## config.mk

```make
export PLATFORM = sky130hd
export DESIGN_NAME = drum_seq
export DESIGN_NICKNAME = d
export VERILOG_FILES = /design/src/rtl/drum_seq_pkg.sv /design/src/rtl/drum_rotation.sv /design/src/rtl/drum_alu.sv /design/src/rtl/drum_branch_sel.sv /design/src/rtl/drum_seq.sv
export SDC_FILE = /design/constraint.sdc
export NUM_CORES = 1
export LEC_CHECK = 0
export ABC_AREA = 0
export CORE_MARGIN = 3
export CORE_UTILIZATION = 38
export CTS_CLUSTER_SIZE = 24
export DETAILED_ROUTE_END_ITERATION = 12
export DONT_BUFFER_PORTS = 1
export GPL_TIMING_DRIVEN = 1
export SETUP_SLACK_MARGIN = 0.05
export SLEW_MARGIN = 20
export SYNTH_ARGS = -nofsm -noshare
export SYNTH_HDL_FRONTEND = slang
export SYNTH_SLANG_ARGS = --single-unit
export TNS_END_PERCENT = 100
```

## constraint.sdc

```tcl
create_clock -name clk -period 3.95 [get_ports clk]
set_clock_uncertainty 0.05 [all_clocks]
set_input_delay 0.1975 -clock clk [delete_from_list [all_inputs] [get_ports clk]]
set_output_delay 0.1975 -clock clk [all_outputs]
set_load 0.05 [all_outputs]
```

## src/rtl/drum_seq_pkg.sv

```systemverilog
// Shared types and operation codes for the rotating-store sequencer.
// Assumes a 3-bit operation code in the top bits of the instruction word.
package drum_seq_pkg;

    typedef enum logic [1:0] {
        PH_K0 = 2'd0,
        PH_K1 = 2'd1,
        PH_K2 = 2'd2,
        PH_K3 = 2'd3
    } phase_e;

    localparam int OP_W = 3;

    localparam logic [OP_W-1:0] OP_NOP  = 3'd0;
    localparam logic [OP_W-1:0] OP_MUL1 = 3'd1;
    localparam logic [OP_W-1:0] OP_MUL2 = 3'd2;
    localparam logic [OP_W-1:0] OP_MUL3 = 3'd3;
    localparam logic [OP_W-1:0] OP_ADD  = 3'd4;
    localparam logic [OP_W-1:0] OP_SUB  = 3'd5;
    localparam logic [OP_W-1:0] OP_AND  = 3'd6;
    localparam logic [OP_W-1:0] OP_BR   = 3'd7;

    // True for the codes served by the external multiplier.
    function automatic logic op_is_mul(input logic [OP_W-1:0] op);
        return (op == OP_MUL1) || (op == OP_MUL2) || (op == OP_MUL3);
    endfunction

endpackage

```

## src/rtl/drum_rotation.sv

```systemverilog
// Rotation model and angular-coincidence detector.
// A position counter advances once per word time. After each arm pulse
// (phase entry) a settle counter must count SETTLE enabled word times
// before the coincidence compare may fire.
// Assumes arm is pulsed in the cycle a phase is left, so the next phase
// starts with a full settle window.
module drum_rotation #(
    parameter int POS_W  = 6,
    parameter int SETTLE = 2
) (
    input  logic             clk,
    input  logic             rst_n,
    input  logic             arm,
    input  logic             enable,
    input  logic [POS_W-1:0] target_word,
    output logic [POS_W-1:0] pos,
    output logic             hit
);
    localparam int CNT_W = $clog2(SETTLE + 2);
    localparam logic [CNT_W-1:0] SETTLE_L = CNT_W'(SETTLE);

    logic [POS_W-1:0] pos_q;
    logic [CNT_W-1:0] cnt_q;
    logic [CNT_W-1:0] since_q;

    // Rotation: one word position per clock, wrapping.
    always_ff @(posedge clk) begin
        if (!rst_n) pos_q <= '0;
        else        pos_q <= pos_q + 1'b1;
    end

    // Channel-select settle window, reloaded on every phase entry.
    always_ff @(posedge clk) begin
        if (!rst_n)                     cnt_q <= SETTLE_L;
        else if (arm)                   cnt_q <= SETTLE_L;
        else if (enable && cnt_q != '0) cnt_q <= cnt_q - 1'b1;
    end

    // Coincidence: settled and the rotating position is the target word.
    always_comb begin
        hit = enable && (cnt_q == '0) && (pos_q == target_word);
    end

    assign pos = pos_q;

    // Checker state: word times since the last phase entry, saturating.
    always_ff @(posedge clk) begin
        if (!rst_n || arm)          since_q <= '0;
        else if (since_q < SETTLE_L) since_q <= since_q + 1'b1;
    end

    // rotation advances by exactly one per clock.
    p_pos_step_r2: assert property (@(posedge clk) disable iff (!rst_n)
        $past(rst_n) |-> (pos_q == POS_W'($past(pos_q) + 1'b1)));

    // no coincidence before the settle window has elapsed.
    p_settle_window_r3: assert property (@(posedge clk) disable iff (!rst_n)
        hit |-> (since_q == SETTLE_L));

endmodule

```

## src/rtl/drum_alu.sv

```systemverilog
// Internal arithmetic for add, reverse subtract and AND, with
// two's-complement overflow detection on the WORD_W-bit result.
// Assumes a is (A1) and b is (A2); subtract forms b - a.
module drum_alu
    import drum_seq_pkg::*;
#(
    parameter int WORD_W = 30
) (
    input  logic [OP_W-1:0]   op,
    input  logic [WORD_W-1:0] a,
    input  logic [WORD_W-1:0] b,
    output logic [WORD_W-1:0] y,
    output logic              ovf
);
    logic [WORD_W:0] sum_x;
    logic [WORD_W:0] dif_x;

    // Sign-extended sum and difference; overflow when the top two bits differ.
    always_comb begin
        sum_x = {a[WORD_W-1], a} + {b[WORD_W-1], b};
        dif_x = {b[WORD_W-1], b} - {a[WORD_W-1], a};
        y     = '0;
        ovf   = 1'b0;
        case (op)
            OP_ADD: begin
                y   = sum_x[WORD_W-1:0];
                ovf = sum_x[WORD_W] ^ sum_x[WORD_W-1];
            end
            OP_SUB: begin
                y   = dif_x[WORD_W-1:0];
                ovf = dif_x[WORD_W] ^ dif_x[WORD_W-1];
            end
            OP_AND: y = a & b;
            default: ;
        endcase
    end
endmodule

```

## src/rtl/drum_branch_sel.sv

```systemverilog
// Three-way next-address choice for the sign branch.
// Assumes seq_pc is already the incremented program counter.
module drum_branch_sel #(
    parameter int WORD_W = 30,
    parameter int ADDR_W = 9
) (
    input  logic [WORD_W-1:0] val,
    input  logic [ADDR_W-1:0] seq_pc,
    input  logic [ADDR_W-1:0] on_zero,
    input  logic [ADDR_W-1:0] on_pos,
    output logic [ADDR_W-1:0] next_pc
);
    // Negative continues in sequence, zero takes A2, positive takes A3.
    always_comb begin
        if (val[WORD_W-1])   next_pc = seq_pc;
        else if (val == '0)  next_pc = on_zero;
        else                 next_pc = on_pos;
    end
endmodule

```

## src/rtl/drum_seq.sv

```systemverilog
// Three-address instruction sequencer for a rotating word store.
// Runs phases K0..K3 (fetch, operand 1, operand 2, write-back). Every
// transfer waits for the drum to bring the target word round after a
// channel settle window. Multiply codes use an external multiplier.
// Assumes a combinational read of the word at (mem_chan, mem_pos), and
// WORD_W == OP_W + 3 * (CHAN_W + POS_W).
module drum_seq
    import drum_seq_pkg::*;
#(
    parameter int WORD_W = 30,
    parameter int CHAN_W = 3,
    parameter int POS_W  = 6,
    parameter int SETTLE = 2
) (
    input  logic                       clk,
    input  logic                       rst_n,
    output logic [CHAN_W-1:0]          mem_chan,
    output logic [POS_W-1:0]           mem_pos,
    input  logic [WORD_W-1:0]          mem_rdata,
    output logic [WORD_W-1:0]          mem_wdata,
    output logic                       mem_we,
    output logic                       mul_req,
    output logic [2:0]                 mul_op,
    output logic [WORD_W-1:0]          mul_a,
    output logic [WORD_W-1:0]          mul_b,
    input  logic                       mul_done,
    input  logic [WORD_W-1:0]          mul_result,
    input  logic                       mul_ovf,
    output logic [1:0]                 phase,
    output logic [CHAN_W+POS_W-1:0]    pc,
    output logic                       halt_stop,
    output logic                       halt_ovf
);
    localparam int ADDR_W = CHAN_W + POS_W;
    localparam int A3_LO  = 0;
    localparam int A2_LO  = ADDR_W;
    localparam int A1_LO  = 2 * ADDR_W;
    localparam int OP_LO  = WORD_W - OP_W;

    phase_e              phase_q;
    logic [ADDR_W-1:0]   pc_q;
    logic [WORD_W-1:0]   ir_q;
    logic [WORD_W-1:0]   opa_q;
    logic [WORD_W-1:0]   opb_q;
    logic [WORD_W-1:0]   res_q;
    logic                res_ok_q;
    logic                stop_q;
    logic                ovf_q;

    logic [OP_W-1:0]     ir_op;
    logic [OP_W-1:0]     rd_op;
    logic [ADDR_W-1:0]   a1, a2, a3;
    logic [ADDR_W-1:0]   target;
    logic [ADDR_W-1:0]   br_next;
    logic [WORD_W-1:0]   alu_y;
    logic                alu_ovf;
    logic                running;
    logic                is_branch;
    logic                is_mul;
    logic                waiting_mul;
    logic                rot_enable;
    logic                rot_arm;
    logic                hit;

    // Instruction field decode from the held instruction and the read bus.
    always_comb begin
        ir_op     = ir_q[WORD_W-1:OP_LO];
        rd_op     = mem_rdata[WORD_W-1:OP_LO];
        a1        = ir_q[A1_LO +: ADDR_W];
        a2        = ir_q[A2_LO +: ADDR_W];
        a3        = ir_q[A3_LO +: ADDR_W];
        running   = !stop_q && !ovf_q;
        is_branch = (ir_op == OP_BR);
        is_mul    = op_is_mul(ir_op);
        waiting_mul = (phase_q == PH_K3) && !res_ok_q;
    end

    // Target address of the current phase.
    always_comb begin
        unique case (phase_q)
            PH_K0: target = pc_q;
            PH_K1: target = a1;
            PH_K2: target = a2;
            PH_K3: target = a3;
        endcase
    end

    // Rotation and settle control: paused while halted, while the branch
    // resolves in K2, and while the multiplier is busy.
    always_comb begin
        rot_enable = running && !((phase_q == PH_K2) && is_branch) && !waiting_mul;
        rot_arm    = running && (hit || ((phase_q == PH_K2) && is_branch));
    end

    drum_rotation #(
        .POS_W  (POS_W),
        .SETTLE (SETTLE)
    ) u_rot (
        .clk         (clk),
        .rst_n       (rst_n),
        .arm         (rot_arm),
        .enable      (rot_enable),
        .target_word (target[POS_W-1:0]),
        .pos         (mem_pos),
        .hit         (hit)
    );

    drum_alu #(
        .WORD_W (WORD_W)
    ) u_alu (
        .op  (ir_op),
        .a   (opa_q),
        .b   (mem_rdata),
        .y   (alu_y),
        .ovf (alu_ovf)
    );

    drum_branch_sel #(
        .WORD_W (WORD_W),
        .ADDR_W (ADDR_W)
    ) u_br (
        .val     (opa_q),
        .seq_pc  (pc_q),
        .on_zero (a2),
        .on_pos  (a3),
        .next_pc (br_next)
    );

    // Phase sequencing, operand capture, result and halt state.
    always_ff @(posedge clk) begin
        if (!rst_n) begin
            phase_q  <= PH_K0;
            pc_q     <= '0;
            ir_q     <= '0;
            opa_q    <= '0;
            opb_q    <= '0;
            res_q    <= '0;
            res_ok_q <= 1'b0;
            stop_q   <= 1'b0;
            ovf_q    <= 1'b0;
        end else if (running) begin
            unique case (phase_q)
                PH_K0: if (hit) begin
                    if (mem_rdata == '0) begin
                        stop_q <= 1'b1;
                    end else begin
                        ir_q <= mem_rdata;
                        pc_q <= pc_q + 1'b1;
                        if (rd_op != OP_NOP) phase_q <= PH_K1;
                    end
                end
                PH_K1: if (hit) begin
                    opa_q   <= mem_rdata;
                    phase_q <= PH_K2;
                end
                PH_K2: begin
                    if (is_branch) begin
                        pc_q    <= br_next;
                        phase_q <= PH_K0;
                    end else if (hit) begin
                        opb_q <= mem_rdata;
                        if (is_mul) begin
                            res_ok_q <= 1'b0;
                            phase_q  <= PH_K3;
                        end else if (alu_ovf) begin
                            ovf_q <= 1'b1;
                        end else begin
                            res_q    <= alu_y;
                            res_ok_q <= 1'b1;
                            phase_q  <= PH_K3;
                        end
                    end
                end
                PH_K3: begin
                    if (!res_ok_q) begin
                        if (mul_done) begin
                            if (mul_ovf) begin
                                ovf_q <= 1'b1;
                            end else begin
                                res_q    <= mul_result;
                                res_ok_q <= 1'b1;
                            end
                        end
                    end else if (hit) begin
                        res_ok_q <= 1'b0;
                        phase_q  <= PH_K0;
                    end
                end
            endcase
        end
    end

    // Port drive: memory write at coincidence in K3, multiplier request.
    always_comb begin
        mem_chan  = target[ADDR_W-1:POS_W];
        mem_we    = running && (phase_q == PH_K3) && res_ok_q && hit;
        mem_wdata = res_q;
        mul_req   = running && waiting_mul;
        mul_op    = ir_op;
        mul_a     = opa_q;
        mul_b     = opb_q;
        phase     = phase_q;
        pc        = pc_q;
        halt_stop = stop_q;
        halt_ovf  = ovf_q;
    end

    // a non-zero fetch advances the program counter by one.
    p_pc_step_r4: assert property (@(posedge clk) disable iff (!rst_n)
        (running && phase_q == PH_K0 && hit && mem_rdata != '0)
            |=> (pc_q == ADDR_W'($past(pc_q) + 1'b1)));

    // the write-back closes the instruction and returns to K0.
    p_write_closes_r4: assert property (@(posedge clk) disable iff (!rst_n)
        mem_we |=> (phase_q == PH_K0));

    // an overflow halt freezes state and never writes.
    p_no_overflow_r6: assert property (@(posedge clk) disable iff (!rst_n)
        ovf_q |=> (ovf_q && !mem_we && $stable(pc_q) && $stable(phase_q)));

    // the multiplier request and operands hold until done.
    p_mul_hold_r7: assert property (@(posedge clk) disable iff (!rst_n)
        (mul_req && !mul_done) |=> (mul_req && $stable(mul_a) && $stable(mul_b)));

    // the branch resolves in one K2 cycle and returns to K0.
    p_branch_return_r8: assert property (@(posedge clk) disable iff (!rst_n)
        (running && phase_q == PH_K2 && is_branch) |=> (phase_q == PH_K0));

    // a stop halt holds the program counter.
    p_stop_hold_r9: assert property (@(posedge clk) disable iff (!rst_n)
        stop_q |=> (stop_q && $stable(pc_q)));

    // the two halt indications are exclusive.
    p_halt_exclusive_r9: assert property (@(posedge clk) disable iff (!rst_n)
        !(stop_q && ovf_q));

endmodule

```

==> results.yml <==
status:
  status: "completed"
timing:
  min_period_over_period_pct: 92.6
  setup_tns_ns: 0
  setup_viol: 0
  setup_ws_ns: 0.291
  fmax_ghz: 0.273
  rsz0062_at_grt: "no"
  relSlewSlack_pct: 38.2
  worstMarginPinSlew_ns: 0.919
  post-route-min-period_ns: 3.66
  finalMaxSlewViolations: 0
  hold_viol: 0
final_layout:
  drive_gt1_share_pct: 13.6
  syn_to_final_growth_pct: 15.8
  multiInputGateArea_sq_um: 6770
  diodes: 0
  design_area_sq_um: 11900
  post-route-util_pct: 45.2
  nets: 1546
  final_cell_mix: "253 x nand2_1, 178 x a21oi_1, 142 x dfxtp_1, 85 x buf_4, 76 x nor2_1"
  final_common_cell: "nand2_1"
  n_fill_cell: 2678
  seq_area_sq_um: 2840
routing:
  wl_mm: 41.4
  wl_per_cell_um: 23.5
  dr.pass1.iters: 8
  drc: 0
  vias_per_cell: 6.09
  vias: 10754
  ant_nets: 0
  drt_iter0_drc: 1240
yosys:
  seq_area_frac_synth_pct: 27.7
  synthSimpleGateAreaFrac_pct: 21.5
  synth_top_family_by_area: "compound AO/OA/AOI/OAI gates"
  syn_area_per_cell_sq_um: 7.50
  synthesis.nets: 1499
  synth_area_sq_um: 10300
  syn_inst: 1370
  synth_edf_count: 0
  synth-seq-cells: 142
  synth_async_sr_flop_share_pct: 0
  synth_compound_gate_area_share_pct: 29.1
  yosys-mux-area-fraction_pct: 3.43
  synth.distinct_cells: 81
  synthXorXnorAreaFrac_pct: 3.48
  synth_fa_ha_area_share_pct: 8.06
  yosysWarnings: 0
  synth_flop_cell: "dfxtp_1"
clock_tree:
  clk_latency_ns: 0.45
  root_buffer: "clkbuf_16"
  cts_num_sinks: 142
  cts_tree: "yes"
  cts.clk_slew.worst_paths_ns: 0.07
  clockBufferDepth: 2
  numCtsBuffers: 17
  htree_levels: 4
place:
  dp_hpwl_mm: 29.7
  port_buffers: 0
  gp_congestion: 0.958
  placed_cell_area_sq_um: 11000
  dp_slack_ns: 0.131
pwr:
  p_leak_nw: 4.24
  p_per_area_nw_per_um2: 388
  max-vdd-ir-drop_mv: 0.236
critical_path:
  crit_type: "reg -> reg"
  arrival_ns: 3.97
  crit_path_max_fanout: 6
  end_kind: "flop"
  crit_path_start_kind: "flop"
  cp_data_required_time_ns: 4.26
grt:
  grt_pass1_vias: 10109
  gr-usage-all-layers_pct: 28.0
  grt_max_degree: 57
  antenna_found_initial: 0
  grt_pass1_wl_mm: 62.3
  grt-ovfl-total: 0
die:
  core_area_sq_um: 26400
  fp-row-count: 59
  ios: 181
  die_w_um: 170
  die_h_um: 170
  start_util_pct: 39.0
  dieArea_sq_um: 29100
hold_path:
  hold_class: "in -> reg"
run:
  drv_cap: 0
-- layer usage --
layer,GRT usage (%),vias up,part of all wire [%]
li1,-,4991,-
met1,39.0,5158,44
met4,8.78,0,2.9
met5,0,-,0
met2,41.7,546,43
met3,7.97,59,9.9
-- layout make-up --
cell class	instances	area share, %
clock buffers	18	3.61
multi-input cells	1068	56.9
well taps	335	3.52
repair buffers	122	8.72
clock inverters	14	1.29
flip-flops and latches	142	23.9
inverters	66	2.10
-- synth_stat cells, types with 16 or more instances --
| master | count | area (sq um) |
|---|---|---|
| a21oi_1 | 179 | 896 |
| a21oi_2 | 17 | 149 |
| a22oi_1 | 16 | 120 |
| clkbuf_1 | 59 | 221 |
| dfxtp_1 | 142 | 2840 |
| ha_1 | 63 | 788 |
| inv_1 | 63 | 236 |
| nand2_1 | 253 | 950 |
| nand3_1 | 17 | 85.1 |
| nor2_1 | 76 | 285 |
| nor2b_1 | 19 | 119 |
| nor3_1 | 30 | 150 |
| nor4_1 | 27 | 169 |
| o21ai_0 | 70 | 350 |
| xnor2_1 | 35 | 307 |
-- sequential cells by signal, indices dropped and copies added (netlist names) --
name	flops
halt_ovf	1
halt_stop	1
ir_q	30
mem_wdata	30
mul_a	30
mul_b	30
pc	9
phase	2
res_ok_q	1
u_rot.cnt_q	2
u_rot.pos	6
-- through the flow --
stage / hold slack (ns) / total power [mW] / std cells
2_1_floorplan: 0.288 / 2.55 / 1370
3_3_place_gp: 0.227 / 2.87 / 1698
3_5_place_dp: 0.232 / 2.88 / 1698
4_1_cts: 0.00413 / 4.61 / 1764
5_1_grt: 0.0348 / 4.81 / 1765
6_report: 0.0166 / 4.62 / 1765
-- path summary, 6_finish.rpt --
kind | startpoint | to | slack (ns) | cells after the start
max | mul_a[0]$_SDFFE_PN0P_ | mem_wdata[24]$_SDFFE_PN0P_ | 0.29 | 15
min | mul_result[14] | mem_wdata[14]$_SDFFE_PN0P_ | 0.02 | 2
min reg2reg | ir_q[24]$_SDFFE_PN0P_ | ir_q[24]$_SDFFE_PN0P_ | 0.41 | 2
max reg2reg | mul_a[0]$_SDFFE_PN0P_ | mem_wdata[24]$_SDFFE_PN0P_ | 0.29 | 15
-- where the power goes --
group          switching, mW  internal [mW]
combinational          0.878          0.458
sequential            0.0916           1.51
clock                  0.793          0.894
total                   1.76           2.86
-- cells by family (layout without fill, tap and decap cells) --
| group | count (synthesis) | after routing |
|---|---|---|
| fa+ha+maj | 65 | 65 |
| simple gates | 488 | 488 |
| compound gates | 451 | 451 |
| xor+xnor | 40 | 40 |
| flops | 142 | 142 |
| buf+inv | 160 | 220 |
| mux | 24 | 24 |
-- critical path, cell delays in order, from the launching register on --
cell      delay, ns
dfxtp_1        0.32
buf_4          0.20
ha_1           0.23
fa_1           0.39
nor2b_1        0.17
o31ai_1        0.12
a21oi_1        0.28
a21oi_2        0.15
o21ai_1        0.29
buf_4          0.18
o211ai_1       0.09
and4_4         0.21
a211o_1        0.33
nor2_4         0.18
buf_4          0.17
mux2i_1        0.20
-- repair_timing --
item	4_1_cts	5_1_grt
endpoints found under the hold margin	103	0
setup buffers	0	1
gates resized for setup	0	2
endpoints found under the setup margin	0	20
hold buffers	34	0
Note: power is estimated with default switching activity, not from simulation.
